File: src/rtl/remap_pkg.sv
package remap_pkg;
   localparam int REG_W      = 32;
   localparam int HALF_W     = REG_W / 2;
   localparam int OFS_W      = 8;

   // Register byte offsets (fixed by the software programming sequence)
   localparam logic [OFS_W-1:0] OFS_CTRL = 8'h80;
   localparam logic [OFS_W-1:0] OFS_MODE = 8'h84;
   localparam logic [OFS_W-1:0] OFS_BASE = 8'h88;
   localparam logic [OFS_W-1:0] OFS_MASK = 8'h8C;

   // Bit positions software relies on
   localparam int BIT_EN_L2H = 8;
   localparam int BIT_EN_FW  = 10;
   localparam int BIT_FWD    = 17;

   localparam logic [REG_W-1:0] CTRL_KEEP = (REG_W'(1) << BIT_EN_L2H) |
                                            (REG_W'(1) << BIT_EN_FW);
   localparam logic [REG_W-1:0] STAT_MASK = ~(REG_W'(1) << BIT_FWD);

   typedef struct packed {
      logic              en_l2h;
      logic              en_fw;
      logic [HALF_W-1:0] tgt_base;
      logic [HALF_W-1:0] host_base;
      logic [HALF_W-1:0] repl_mask;
      logic [HALF_W-1:0] keep_mask;
   } win_cfg_t;
endpackage

File: src/rtl/remap_regfile.sv
module remap_regfile
   import remap_pkg::*;
(
   input  logic             clk,
   input  logic             rst_n,
   input  logic             reg_req,
   input  logic             reg_we,
   input  logic [OFS_W-1:0] reg_addr,
   input  logic [REG_W-1:0] reg_wdata,
   output logic [REG_W-1:0] reg_rdata,
   input  logic [REG_W-1:0] stat_set,
   output win_cfg_t         cfg,
   output logic             fwd_mode
);
   logic [REG_W-1:0] ctrl_q, base_q, mask_q, stat_q;
   logic             mode_q;
   logic             wr_ctrl, wr_mode, wr_base, wr_mask, rd_en;
   logic [REG_W-1:0] clr_bits, set_bits, rd_val;

   assign wr_ctrl = reg_req && reg_we && (reg_addr == OFS_CTRL);
   assign wr_mode = reg_req && reg_we && (reg_addr == OFS_MODE);
   assign wr_base = reg_req && reg_we && (reg_addr == OFS_BASE);
   assign wr_mask = reg_req && reg_we && (reg_addr == OFS_MASK);
   assign rd_en   = reg_req && !reg_we;

   assign clr_bits = wr_mode ? (reg_wdata & STAT_MASK) : '0;
   assign set_bits = stat_set & STAT_MASK;

   always_ff @(posedge clk) begin
      if (!rst_n) begin
         ctrl_q <= '0;
         base_q <= '0;
         mask_q <= '0;
         stat_q <= '0;
         mode_q <= 1'b0;
      end else begin
         if (wr_ctrl) ctrl_q <= reg_wdata & CTRL_KEEP;
         if (wr_base) base_q <= reg_wdata;
         if (wr_mask) mask_q <= reg_wdata;
         if (wr_mode) mode_q <= reg_wdata[BIT_FWD];
         stat_q <= (stat_q & ~clr_bits) | set_bits;
      end
   end

   always_comb begin
      case (reg_addr)
         OFS_CTRL: rd_val = ctrl_q;
         OFS_MODE: rd_val = stat_q | (REG_W'(mode_q) << BIT_FWD);
         OFS_BASE: rd_val = base_q;
         OFS_MASK: rd_val = mask_q;
         default:  rd_val = '0;
      endcase
   end

   always_ff @(posedge clk) begin
      if (!rst_n)     reg_rdata <= '0;
      else if (rd_en) reg_rdata <= rd_val;
   end

   assign cfg.en_l2h    = ctrl_q[BIT_EN_L2H];
   assign cfg.en_fw     = ctrl_q[BIT_EN_FW];
   assign cfg.tgt_base  = base_q[REG_W-1:HALF_W];
   assign cfg.host_base = base_q[HALF_W-1:0];
   assign cfg.repl_mask = mask_q[REG_W-1:HALF_W];
   assign cfg.keep_mask = mask_q[HALF_W-1:0];
   assign fwd_mode      = mode_q;

   // a write with no status bits set and no pulse leaves status intact
   assert_w1c_keep_R10: assert property (@(posedge clk) disable iff (!rst_n)
      (wr_mode && ((reg_wdata & STAT_MASK) == '0) && ((stat_set & STAT_MASK) == '0))
      |=> $stable(stat_q));
   // a pulsed bit is set in the next cycle regardless of a clear
   assert_set_wins_R11: assert property (@(posedge clk) disable iff (!rst_n)
      ((stat_set & STAT_MASK) != '0)
      |=> ((stat_q & $past(stat_set & STAT_MASK)) == $past(stat_set & STAT_MASK)));
   // the mode bit follows register writes only
   assert_mode_write_R9: assert property (@(posedge clk) disable iff (!rst_n)
      wr_mode |=> (fwd_mode == $past(reg_wdata[BIT_FWD])));
   assert_mode_hold_R12: assert property (@(posedge clk) disable iff (!rst_n)
      !wr_mode |=> $stable(fwd_mode));
endmodule

File: src/rtl/remap_xlate.sv
module remap_xlate
   import remap_pkg::*;
#(
   parameter int ADDR_W = 32
) (
   input  logic              clk,
   input  logic              rst_n,
   input  win_cfg_t          cfg,
   input  logic              req_valid,
   input  logic [ADDR_W-1:0] req_addr,
   output logic              xl_valid,
   output logic              xl_hit,
   output logic              xl_miss,
   output logic [ADDR_W-1:0] xl_addr
);
   localparam int LO_W = ADDR_W - HALF_W;

   logic [HALF_W-1:0] req_hi, new_hi, diff;
   logic [LO_W-1:0]   req_lo;
   logic              enabled, in_win, hit_c;

   assign req_hi = req_addr[ADDR_W-1:LO_W];
   assign req_lo = req_addr[LO_W-1:0];

   for (genvar b = 0; b < HALF_W; b++) begin : g_bit
      assign diff[b]   = cfg.repl_mask[b] & (req_hi[b] ^ cfg.host_base[b]);
      assign new_hi[b] = (req_hi[b] & cfg.keep_mask[b]) |
                         (cfg.tgt_base[b] & cfg.repl_mask[b]);
   end

   assign enabled = cfg.en_l2h & cfg.en_fw;
   assign in_win  = (diff == '0);
   assign hit_c   = enabled & in_win;

   always_ff @(posedge clk) begin
      if (!rst_n) begin
         xl_valid <= 1'b0;
         xl_hit   <= 1'b0;
         xl_miss  <= 1'b0;
         xl_addr  <= '0;
      end else begin
         xl_valid <= req_valid;
         xl_hit   <= req_valid & hit_c;
         xl_miss  <= req_valid & ~hit_c;
         xl_addr  <= (req_valid & hit_c) ? {new_hi, req_lo} : '0;
      end
   end

   // flags appear only with a result, exactly one of them
   assert_flags_excl_R8: assert property (@(posedge clk) disable iff (!rst_n)
      xl_valid |-> (xl_hit ^ xl_miss));
   assert_flags_idle_R8: assert property (@(posedge clk) disable iff (!rst_n)
      !xl_valid |-> (!xl_hit && !xl_miss));
   // a miss carries no address
   assert_miss_zero_R7: assert property (@(posedge clk) disable iff (!rst_n)
      xl_miss |-> (xl_addr == '0));
   // low half-word passes through
   assert_low_pass_R5: assert property (@(posedge clk) disable iff (!rst_n)
      (req_valid && hit_c) |=> (xl_addr[LO_W-1:0] == $past(req_lo)));
   // a disabled window never hits
   assert_gate_R6: assert property (@(posedge clk) disable iff (!rst_n)
      (req_valid && !(cfg.en_l2h && cfg.en_fw)) |=> xl_miss);
endmodule

File: src/rtl/fw_remap_window.sv
module fw_remap_window
   import remap_pkg::*;
#(
   parameter int ADDR_W = 32
) (
   input  logic              clk,
   input  logic              rst_n,
   input  logic              reg_req,
   input  logic              reg_we,
   input  logic [7:0]        reg_addr,
   input  logic [31:0]       reg_wdata,
   output logic [31:0]       reg_rdata,
   input  logic [31:0]       stat_set,
   output logic              fwd_mode,
   input  logic              req_valid,
   input  logic [ADDR_W-1:0] req_addr,
   output logic              xl_valid,
   output logic              xl_hit,
   output logic              xl_miss,
   output logic [ADDR_W-1:0] xl_addr
);
   if (ADDR_W != REG_W) begin : g_bad_width
      $error("fw_remap_window: ADDR_W must equal the register width");
   end
   if (BIT_FWD >= REG_W || BIT_EN_FW >= REG_W) begin : g_bad_bits
      $error("fw_remap_window: control bit outside register");
   end

   win_cfg_t cfg;

   remap_regfile u_regs (
      .clk       (clk),
      .rst_n     (rst_n),
      .reg_req   (reg_req),
      .reg_we    (reg_we),
      .reg_addr  (reg_addr),
      .reg_wdata (reg_wdata),
      .reg_rdata (reg_rdata),
      .stat_set  (stat_set),
      .cfg       (cfg),
      .fwd_mode  (fwd_mode)
   );

   remap_xlate #(.ADDR_W(ADDR_W)) u_xlate (
      .clk       (clk),
      .rst_n     (rst_n),
      .cfg       (cfg),
      .req_valid (req_valid),
      .req_addr  (req_addr),
      .xl_valid  (xl_valid),
      .xl_hit    (xl_hit),
      .xl_miss   (xl_miss),
      .xl_addr   (xl_addr)
   );
endmodule

File: config.mk
export PLATFORM = sky130hd
export DESIGN_NAME = fw_remap_window
export DESIGN_NICKNAME = d
export VERILOG_FILES = /design/src/rtl/remap_pkg.sv /design/src/rtl/remap_regfile.sv /design/src/rtl/remap_xlate.sv /design/src/rtl/fw_remap_window.sv
export SDC_FILE = /design/constraint.sdc
export NUM_CORES = 1
export LEC_CHECK = 0
export ABC_CLOCK_PERIOD_IN_PS = 2500
export CAP_MARGIN = 20
export CORE_MARGIN = 2
export CORE_UTILIZATION = 50
export DETAILED_ROUTE_END_ITERATION = 8
export DONT_BUFFER_PORTS = 1
export SLEW_MARGIN = 30
export SYNTH_ARGS = -nofsm -noshare
export SYNTH_HDL_FRONTEND = slang
export SYNTH_SLANG_ARGS = --single-unit
File: constraint.sdc
create_clock -name clk -period 2.5 [get_ports clk]
set_clock_uncertainty 0.2 [all_clocks]
set_input_delay 0.5 -clock clk [delete_from_list [all_inputs] [get_ports clk]]
set_output_delay 0.5 -clock clk [all_outputs]
set_load 0.02 [all_outputs]
==> results.sh, run 1 <==
export IMPL_place_area_um2=7131
export IMPL_yosysSeqAreaShare_pct=47.24
export IMPL_via_per_inst=5.844
export IMPL_gp_congestion=0.8466
export IMPL_grt_max_degree=102
export IMPL_finalCriticalPeriod_ns=2.256
export IMPL_start_util_pct=50.76
export IMPL_die_w_um=122.3
export IMPL_syn_area_per_cell_um2=9.092
export IMPL_critical_path_slowest_cell="dlygate4sd3_1"
export IMPL_rows=43
export IMPL_wirelength_um=21510
export IMPL_tns_ns=0
export IMPL_ios=177
export IMPL_final_hold_viol_count=0
export IMPL_gr_total_overflow=0
export IMPL_slew_viol_final=0
export IMPL_die_area_um2=14950
export IMPL_clk_latency_ns=0.43
export IMPL_num_antenna_cells=0
export IMPL_synthesis_nets=878
export IMPL_clock_path_buffers=2
export IMPL_maxCapViolations=0
export IMPL_first_pass_iters=5
export IMPL_cp_arrival_ns=2.37
export IMPL_synth_warnings=0
export IMPL_synth_cell_types=33
export IMPL_crit_chain="or4_4 > nor4_4 > buf_4 > a31oi_1 > dlygate4sd3_1"
export IMPL_drive_gt1_share_pct=10.06
export IMPL_synth_edff_count=0
export IMPL_ys_flop_type="dfxtp_1"
export IMPL_setup_viol_count_final=0
export IMPL_drc_errors=0
export IMPL_seq_power_share_pct=47.5
export IMPL_swShare_pct=22.57
export IMPL_post_synth_top_count_cell="dfxtp_1"
export IMPL_clkTransAtPathRegs_ns=0.07
export IMPL_root_buffer="clkbuf_16"
export IMPL_p_leak_nw=3.072
export IMPL_coreArea_um2=13770
export IMPL_status="completed"
export IMPL_max_slew_margin_pct=64.12
export IMPL_cp_num_buf_inv=2
export IMPL_async_flop_share_pct=0
export IMPL_detailed_place_hpwl_um=12910
export IMPL_rsz0062_at_grt="no"
export IMPL_cp_max_fo=13
export IMPL_syn_inst=769
export IMPL_cts_resized=0
export IMPL_grt_pass1_vias=5849
export IMPL_synth_top_area_share_pct=47.24
export IMPL_area_growth_pct=21.56
export IMPL_synth_common_cells="dfxtp_1, nand2_1, clkbuf_1"
export IMPL_grtUsageTotal_pct=29.16
export IMPL_synth_area_leaders="dfxtp_1, nand2_1, mux2i_1, mux2_2, a22oi_1"
export IMPL_antenna_found_initial=0
export IMPL_post_cts_buffers=0
export IMPL_path_class="in2reg"
export IMPL_cts_buffers_inserted=17
export IMPL_tightest_slew_ns=0.5332
export IMPL_slowest_delay_ns=0.57
export IMPL_nNetsFinal=931
export IMPL_wl_per_cell_um=21.19
export IMPL_hold_class="in2reg"
export IMPL_p_sw_w=0.001278
export IMPL_ys_ff_latch=165
export IMPL_cts_hold_buf=77
export IMPL_power_share_clock_pct=47.1
export IMPL_startpoint_type="input port"
export IMPL_cts_tree="done"
export IMPL_htree_levels=4
export IMPL_finalInstanceArea_um2=8499
export IMPL_irDropWorstVdd_v=0.0004184
export IMPL_via_count=5932
export IMPL_crit_required_ns=2.62
export IMPL_ant_nets=0
export IMPL_p_per_area_nw_per_um2=666.1
export IMPL_critPathTopFamily="simple AND/OR/NAND/NOR gates"
export IMPL_power_w=0.005662
export IMPL_yosysTopAreaCell="dfxtp_1"
export IMPL_grt_pass1_wl_um=32670
export IMPL_portBuffers=0
export IMPL_clock_sinks=165
export IMPL_endpoint_kind="register"
export IMPL_synth_area_um2=6992
export IMPL_period_share_pct=90.23
export IMPL_max_freq_mhz=443.3
export IMPL_fp_dieH_um=122.3
export IMPL_intPower_w=0.004384
export IMPL_combPwrFrac_pct=5.4
export IMPL_drt_iter0_markers=549
## final cells by class
type | count | area (um^2)
multi-input cells | 515 | 3336
repair buffers | 92 | 915.9
inverters | 31 | 116.4
clock buffers | 19 | 452.9
clock inverters | 13 | 150.1
flip-flops and latches | 165 | 3303
fillers | 1214 | 5274
well taps | 180 | 225.2
## metal layers
metal	share of wire [%]	vias to the layer above	global-route usage [%]
met1	45	2846	39.73
met3	7.7	42	6.552
met5	0	-	0
met2	45	250	45.35
li1	-	2794	-
met4	2.2	0	10.63
## metrics by stage
step	utilization, %	hold WS (ns)	setup slack [ns]	instances
floorplan	-	0.2487	0.2459	769
global placement	51.77	0.2578	0.2007	906
detailed placement	51.77	0.2666	0.1559	906
CTS	61.75	0.0003446	0.2917	1015
global route	61.71	0.01676	0.1831	1015
finish	61.71	0.009518	0.2443	1015
## cell families (layout without fill, tap and decap cells)
logic type,count (synthesis),after routing,share of synthesized area (%)
compound gates,181,181,16.96
buf+inv,89,155,5.208
xor+xnor,16,16,2.004
mux,67,67,10.49
simple gates,251,251,18.09
flops,165,165,47.24
## path summary, 6_finish.rpt
check        cells after the start         startpoint  slack, ns                    to
max                              5        reg_addr[1]       0.24     u_regs.stat_q[21]
min                              1              rst_n       0.01  u_regs.reg_rdata[12]
max reg2reg                      5   u_regs.base_q[4]       0.60   u_xlate.xl_addr[10]
min reg2reg                      2  u_regs.base_q[22]       0.28     u_regs.base_q[22]
## placed cells by master (no fill, tap or decap), drive strengths merged
master and n:
dfxtp 165, nand2 133, dlygate4sd3 76, o21ai 61, a22oi 37, nor2b 37, mux2i 35, nor4 35
a21boi 34, inv 33, and2 32, a31oi 31, mux2 30, clkbuf 19, xor2 16, a22o 16
buf 16, nand2b 5, clkinv 5, clkinvlp 4, nand4 3, mux4 2, bufinv 2, and4 1
or4 1, a21oi 1, nand3 1, o31a 1, nor4b 1, nor2 1, or3 1
## power groups by stage
stage          sequential (W)  clock [W]  combinational [W]
4_1_cts               0.00269    0.00269           0.000303
3_5_place_dp          0.00275          0           0.000176
3_3_place_gp          0.00275          0           0.000171
6_report              0.00269    0.00267           0.000306
2_1_floorplan         0.00274          0           0.000179
5_1_grt               0.00269    0.00280           0.000333
## registers in the layout, indices dropped and copies added (netlist names)
signal and flops:
u_xlate.xl_addr 32, u_regs.base_q 32, u_regs.ctrl_q 2, u_regs.mask_q 32
u_xlate.xl_hit 1, u_regs.fwd_mode 1, u_regs.stat_q 31, u_xlate.xl_miss 1
u_xlate.xl_valid 1, u_regs.reg_rdata 32
Power figures use the tool's default switching activity.
==> inputs of run 2 (changes only) <==
--- a/config.mk
+++ b/config.mk
@@ -5,13 +5,16 @@
 export SDC_FILE = /design/constraint.sdc
 export NUM_CORES = 1
 export LEC_CHECK = 0
+export ABC_AREA = 1
 export ABC_CLOCK_PERIOD_IN_PS = 2500
 export CAP_MARGIN = 20
 export CORE_MARGIN = 2
 export CORE_UTILIZATION = 50
 export DETAILED_ROUTE_END_ITERATION = 8
 export DONT_BUFFER_PORTS = 1
+export HOLD_SLACK_MARGIN = 0.06
 export SLEW_MARGIN = 30
 export SYNTH_ARGS = -nofsm -noshare
 export SYNTH_HDL_FRONTEND = slang
+export SYNTH_HIERARCHICAL = 1
 export SYNTH_SLANG_ARGS = --single-unit
==> run 2 against run 1 <==
Compared with the run above: critical endpoint is now u_regs/mask_q[18]; highest routed layer is now met5; final cell count grew 18%; critical path type unchanged; via count grew 14%; clock power shrank 10%; largest cell class is now registers; worst setup slack lost 0.019 ns.
==> results.sh, run 2 <==
export IMPL_path_class="in2reg"
export IMPL_via_count=6751
export IMPL_cts_buffers_inserted=17
export IMPL_ant_nets=0
export IMPL_post_cts_buffers=0
export IMPL_status="completed"
export IMPL_grt_max_degree=68
export IMPL_p_leak_nw=3.138
export IMPL_synth_common_cells="nand3_1, dfxtp_1, nand2_1"
export IMPL_setup_viol_count_final=0
export IMPL_nNetsFinal=1117
export IMPL_ios=177
export IMPL_fp_dieH_um=125.1
export IMPL_syn_area_per_cell_um2=7.719
export IMPL_endpoint_kind="register"
export IMPL_clk_latency_ns=0.42
export IMPL_startpoint_type="input port"
export IMPL_finalCriticalPeriod_ns=2.275
export IMPL_cp_num_buf_inv=4
export IMPL_setup_ws_ns=0.2249
export IMPL_die_area_um2=15650
export IMPL_synth_warnings=6
export IMPL_period_share_pct=91.01
export IMPL_gr_total_overflow=0
export IMPL_irDropWorstVdd_v=0.0004766
export IMPL_tns_ns=0
export IMPL_die_w_um=125.1
export IMPL_synth_top_area_share_pct=45.04
export IMPL_cp_max_fo=43
export IMPL_clock_path_buffers=2
export IMPL_first_pass_iters=5
export IMPL_final_common_cell="nand3_1"
export IMPL_drt_iter0_markers=657
export IMPL_rows=44
export IMPL_num_antenna_cells=0
export IMPL_area_growth_pct=18.73
export IMPL_wl_per_cell_um=18.40
export IMPL_p_per_area_nw_per_um2=622.9
export IMPL_clock_sinks=165
export IMPL_final_hold_viol_count=0
export IMPL_tightest_slew_ns=0.7135
export IMPL_post_place_ws_ns=0.3091
export IMPL_cts_tree="done"
export IMPL_antenna_found_initial=1
export IMPL_finalNonFillerCells=1201
export IMPL_cts_resized=0
export IMPL_via_per_inst=5.621
export IMPL_detailed_place_hpwl_um=14240
export IMPL_gp_congestion=0.8698
export IMPL_coreArea_um2=14420
export IMPL_cp_arrival_ns=2.37
export IMPL_power_w=0.005423
export IMPL_critPathTopFamily="buffers and inverters"
export IMPL_cts_hold_buf=81
export IMPL_grt_pass1_wl_um=34760
export IMPL_crit_chain="inv_1 > nand2_1 > nor2_4 > buf_4 > nand3_2 > buf_4 > o21ai_1 > dlygate4sd3_1 > a21oi_1"
export IMPL_crit_top_cell="buf_4"
export IMPL_rsz0062_at_grt="no"
export IMPL_dp_cells=1092
export IMPL_post_synth_top_count_cell="nand3_1"
export IMPL_max_slew_margin_pct=52.37
export IMPL_maxCapViolations=0
export IMPL_clkTransAtPathRegs_ns=0.06
export IMPL_portBuffers=0
export IMPL_htree_levels=4
export IMPL_async_flop_share_pct=0
export IMPL_grt_pass1_vias=6656
export IMPL_hold_class="in2reg"
export IMPL_synthesis_nets=1059
export IMPL_ys_ff_latch=165
export IMPL_synth_area_leaders="dfxtp_1, nand3_1, nand2_1, a21oi_1, nor2_4"
export IMPL_yosysSeqAreaShare_pct=45.04
export IMPL_start_util_pct=50.84
export IMPL_slowest_delay_ns=0.57
export IMPL_synth_area_um2=7333
export IMPL_synth_cell_types=29
export IMPL_grtUsageTotal_pct=27.89
export IMPL_drive_gt1_share_pct=12.59
export IMPL_root_buffer="clkbuf_16"
export IMPL_critical_path_slowest_cell="dlygate4sd3_1"
export IMPL_most_common_layout_cells="nand3_1, dfxtp_1, nand2_1"
export IMPL_synth_edff_count=0
export IMPL_max_freq_mhz=439.5
export IMPL_crit_required_ns=2.60
export IMPL_yosysTopAreaCell="dfxtp_1"
export IMPL_drc_errors=0
export IMPL_ys_flop_type="dfxtp_1"
export IMPL_slew_viol_final=0
export IMPL_wirelength_um=22100
export IMPL_syn_inst=950
run 2: changes by cell type after synthesis, moves of 35 or more:
cell,before,now
nand3_1,1,174
nor2b_1,37,0
a21oi_1,1,114
inv_1,31,92
a22oi_1,37,0
mux2i_1,35,0
nor2_1,1,47
run 2: stage by stage:
stage	hold WS, ns	cell area, um^2	utilization (%)
after floorplan	0.2373	7333	-
after global placement	0.2495	7356	51.00
after detailed placement	0.2657	7356	51.00
after CTS	0.06063	8707	60.37
after global routing	0.06594	8707	60.37
final	0.07098	8707	60.37
run 2: path summary, 6_finish.rpt:
check / startpoint / endpoint / slack (ns) / cells after the start
min reg2reg: u_regs/mask_q[2] / u_regs/mask_q[2] / 0.27 / 2
min: reg_wdata[10] / u_regs/mask_q[10] / 0.07 / 2
max reg2reg: u_regs/base_q[14] / u_xlate/xl_addr[7] / 0.59 / 10
max: reg_addr[4] / u_regs/mask_q[18] / 0.22 / 9
run 2: worst register-to-register path: cells and delay by family (launching register included):
family,cells,cell delay [ns]
flip-flops,1,0.41
AND/OR/NAND/NOR,8,0.63
buffers and inverters,2,0.53
run 2: cell families (layout without fill, tap and decap cells):
logic type	Yosys count	in the layout	share of synthesized area, %
XOR/XNOR	1	1	0.1195
AO/OA/AOI/OAI	181	181	13.96
buffers and inverters	162	229	10.54
flip-flops	165	165	45.04
AND/OR/NAND/NOR	441	441	30.34
run 2: per-layer routing:
layer | track usage (%) | vias up | routed length, um
met2 | 45.08 | 342 | 10300
met3 | 6.846 | 45 | 1825
met4 | 11.05 | 2 | 653
met5 | 0 | - | 11
li1 | - | 3217 | -
met1 | 36.03 | 3145 | 9305
run 2: final cells by class:
cell class / count / area [um^2]
fillers: 1367 / 5717
flip-flops and latches: 165 / 3303
multi-input cells: 623 / 3259
repair buffers: 101 / 1008
clock buffers: 23 / 478.0
inverters: 100 / 375.4
well taps: 184 / 230.2
clock inverters: 5 / 52.55
run 2: power by group:
group	switching, W	internal [W]
Sequential	0.0000275	0.00267
Clock	0.000980	0.00142
Combinational	0.000185	0.000141
==> inputs of run 3 (changes only) <==
--- a/config.mk
+++ b/config.mk
@@ -5,7 +5,6 @@
 export SDC_FILE = /design/constraint.sdc
 export NUM_CORES = 1
 export LEC_CHECK = 0
-export ABC_AREA = 1
 export ABC_CLOCK_PERIOD_IN_PS = 2500
 export CAP_MARGIN = 20
 export CORE_MARGIN = 2
==> run 3 against run 2 <==
Compared with the run above: critical endpoint is now u_regs/stat_q[19]; hold slack better by 0.0035 ns; final cell count is 18% lower; power is 3.3% higher.
==> results.sh, run 3 <==
export IMPL_status="completed"
export IMPL_slew_viol_final=0
export IMPL_hold_depth=2
export IMPL_syn_inst=735
export IMPL_wl_per_cell_um=21.32
export IMPL_cp_arrival_ns=2.18
export IMPL_maxCapViolations=0
export IMPL_reg2reg_to="u_xlate/xl_addr[0]"
export IMPL_period_share_pct=83.15
export IMPL_tns_ns=0
export IMPL_syn_area_per_cell_um2=9.635
export IMPL_ios=177
export IMPL_final_common_cell="dfxtp_1"
export IMPL_r2r_start="u_regs/base_q[9]"
export IMPL_synth_cell_types=36
export IMPL_path_class="in2reg"
export IMPL_finalCriticalPeriod_ns=2.079
export IMPL_grtUsageTotal_pct=28.33
export IMPL_portBuffers=0
export IMPL_endpoint_kind="register"
export IMPL_synth_area_um2=7082
export IMPL_setup_viol_count_final=0
export IMPL_clkTransAtPathRegs_ns=0.06
export IMPL_yosysSeqAreaShare_pct=46.64
export IMPL_ys_flop_type="dfxtp_1"
export IMPL_synth_common_cells="dfxtp_1, nand2_1, mux2i_1"
export IMPL_grt_pass1_wl_um=32400
export IMPL_clock_path_buffers=2
export IMPL_num_antenna_cells=0
export IMPL_start_util_pct=51.02
export IMPL_intPower_w=0.004359
export IMPL_p_leak_nw=3.356
export IMPL_max_freq_mhz=481.1
export IMPL_antenna_found_initial=0
export IMPL_gp_congestion=0.8038
export IMPL_grt_max_degree=73
export IMPL_seq_power_share_pct=48.0
export IMPL_min_to="u_regs/mask_q[22]"
export IMPL_synth_area_leaders="dfxtp_1, mux2i_1, nand2_1, nor4_2, mux2_2"
export IMPL_cts_resized=0
export IMPL_fp_dieH_um=123.0
export IMPL_root_buffer="clkbuf_16"
export IMPL_yosysTopAreaCell="dfxtp_1"
export IMPL_coreArea_um2=13880
export IMPL_synth_edff_count=0
export IMPL_async_flop_share_pct=0
export IMPL_multi_input_area_um2=3374
export IMPL_hold_class="in2reg"
export IMPL_worst_r2r_path_depth=5
export IMPL_via_count=5820
export IMPL_synth_warnings=6
export IMPL_postLayoutCoreUtil_pct=61.88
export IMPL_power_share_clock_pct=46.2
export IMPL_die_area_um2=15130
export IMPL_nFillCells=1157
export IMPL_drt_iter0_markers=330
export IMPL_drive_gt1_share_pct=15.03
export IMPL_wirelength_um=21000
export IMPL_swShare_pct=22.21
export IMPL_cp_max_fo=32
export IMPL_post_synth_top_count_cell="dfxtp_1"
export IMPL_final_hold_viol_count=0
export IMPL_most_common_layout_cells="dfxtp_1, nand2_1, dlygate4sd3_1"
export IMPL_rsz0062_at_grt="no"
export IMPL_first_pass_iters=5
export IMPL_tightest_slew_ns=0.6324
export IMPL_post_cts_buffers=0
export IMPL_die_w_um=123.0
export IMPL_rows=43
export IMPL_crit_required_ns=2.61
export IMPL_detailed_place_hpwl_um=12830
export IMPL_area_growth_pct=21.29
export IMPL_seqCellArea_um2=3303
export IMPL_htree_levels=4
export IMPL_clock_sinks=165
export IMPL_cts_buffers_inserted=17
export IMPL_ant_nets=0
export IMPL_r2r_slack_ns=0.57
export IMPL_p_sw_w=0.001245
export IMPL_worstHoldStart="reg_wdata[22]"
export IMPL_synth_top_area_share_pct=46.64
export IMPL_gr_total_overflow=0
export IMPL_ys_ff_latch=165
export IMPL_max_slew_margin_pct=57.84
export IMPL_clk_latency_ns=0.42
export IMPL_combPwrFrac_pct=5.8
export IMPL_place_area_um2=7164
export IMPL_finalInstanceArea_um2=8589
export IMPL_grt_pass1_vias=5925
export IMPL_irDropWorstVdd_v=0.0005321
export IMPL_synthesis_nets=844
export IMPL_startpoint_type="input port"
export IMPL_drc_errors=0
export IMPL_p_per_area_nw_per_um2=652.3
export IMPL_cts_tree="done"
export IMPL_via_per_inst=5.909
export IMPL_nNetsFinal=901
## run 3: changes by cell type in the layout (fill, tap and decap cells not counted), sizes merged, moves of 31 or more
cell	before	now
inv	99	33
nor4	0	32
a31oi	0	31
mux2i	0	67
nand3	180	34
nor2	81	0
nand2	174	135
a21oi	129	1
a22oi	0	37
## run 3: power groups by stage
stage | clock network, W | registers (W) | logic, W
after CTS | 0.00262 | 0.00269 | 0.000316
final | 0.00259 | 0.00269 | 0.000324
after global placement | 0 | 0.00275 | 0.000152
after detailed placement | 0 | 0.00275 | 0.000159
after global routing | 0.00275 | 0.00269 | 0.000351
after floorplan | 0 | 0.00274 | 0.000174
## run 3: logic make-up (layout without fill, tap and decap cells)
logic type | Yosys count | count (layout) | synth area share [%]
AND/OR/NAND/NOR | 215 | 215 | 17.19
flip-flops | 165 | 165 | 46.64
AO/OA/AOI/OAI | 149 | 149 | 13.46
multiplexers | 99 | 99 | 14.88
buffers and inverters | 91 | 161 | 5.848
XOR/XNOR | 16 | 16 | 1.979
## run 3: critical path: stages
cell and delay (ns):
nor4b_1 0.46, and3_1 0.29, buf_12 0.22, a31oi_1 0.12
dlygate4sd3_1 0.58
## run 3: final cells by class
class,instances,area share (%)
tap,180,2.622
clock buffer,20,5.317
sequential,165,38.46
clock inverter,12,1.515
inverter,33,1.442
timing repair buffer,96,11.36
multi-input combinational,479,39.29
## run 3: what timing repair did
item | CTS | global route
setup endpoints to repair | 0 | 0
hold buffers | 81 | 0
endpoints found under the hold margin | 133 | 0
## run 3: layer usage
layer  GRT usage, %  wire (um)  vias to the layer above
li1               -          -                     2725
met5              0          0                        -
met4          8.878        295                        0
met2          45.06       9769                      214
met1          37.03       9126                     2859
met3          8.533       1812                       22
## run 3: how the worst max path moves through the flow
stage	cells past startpoint	start	end	slack, ns
CTS	5	reg_addr[5]	u_regs/stat_q[16]	0.49
global placement	5	req_addr[26]	u_xlate/xl_miss	0.41
floorplan	4	reg_addr[5]	u_regs/mask_q[10]	0.46
detailed placement	5	req_addr[25]	u_xlate/xl_addr[5]	0.38
finish	5	reg_addr[5]	u_regs/stat_q[19]	0.42
global route	5	reg_addr[5]	u_regs/stat_q[19]	0.26
## run 3: per-stage QoR
step | cells | worst slack, ns | power [W] | hold WS, ns
finish | 985 | 0.4213 | 0.005603 | 0.07453
global route | 985 | 0.2589 | 0.005794 | 0.06271
CTS | 985 | 0.4882 | 0.005624 | 0.06136
floorplan | 735 | 0.4583 | 0.002915 | 0.2445
global placement | 872 | 0.4089 | 0.002897 | 0.2549
detailed placement | 872 | 0.3808 | 0.002906 | 0.2650
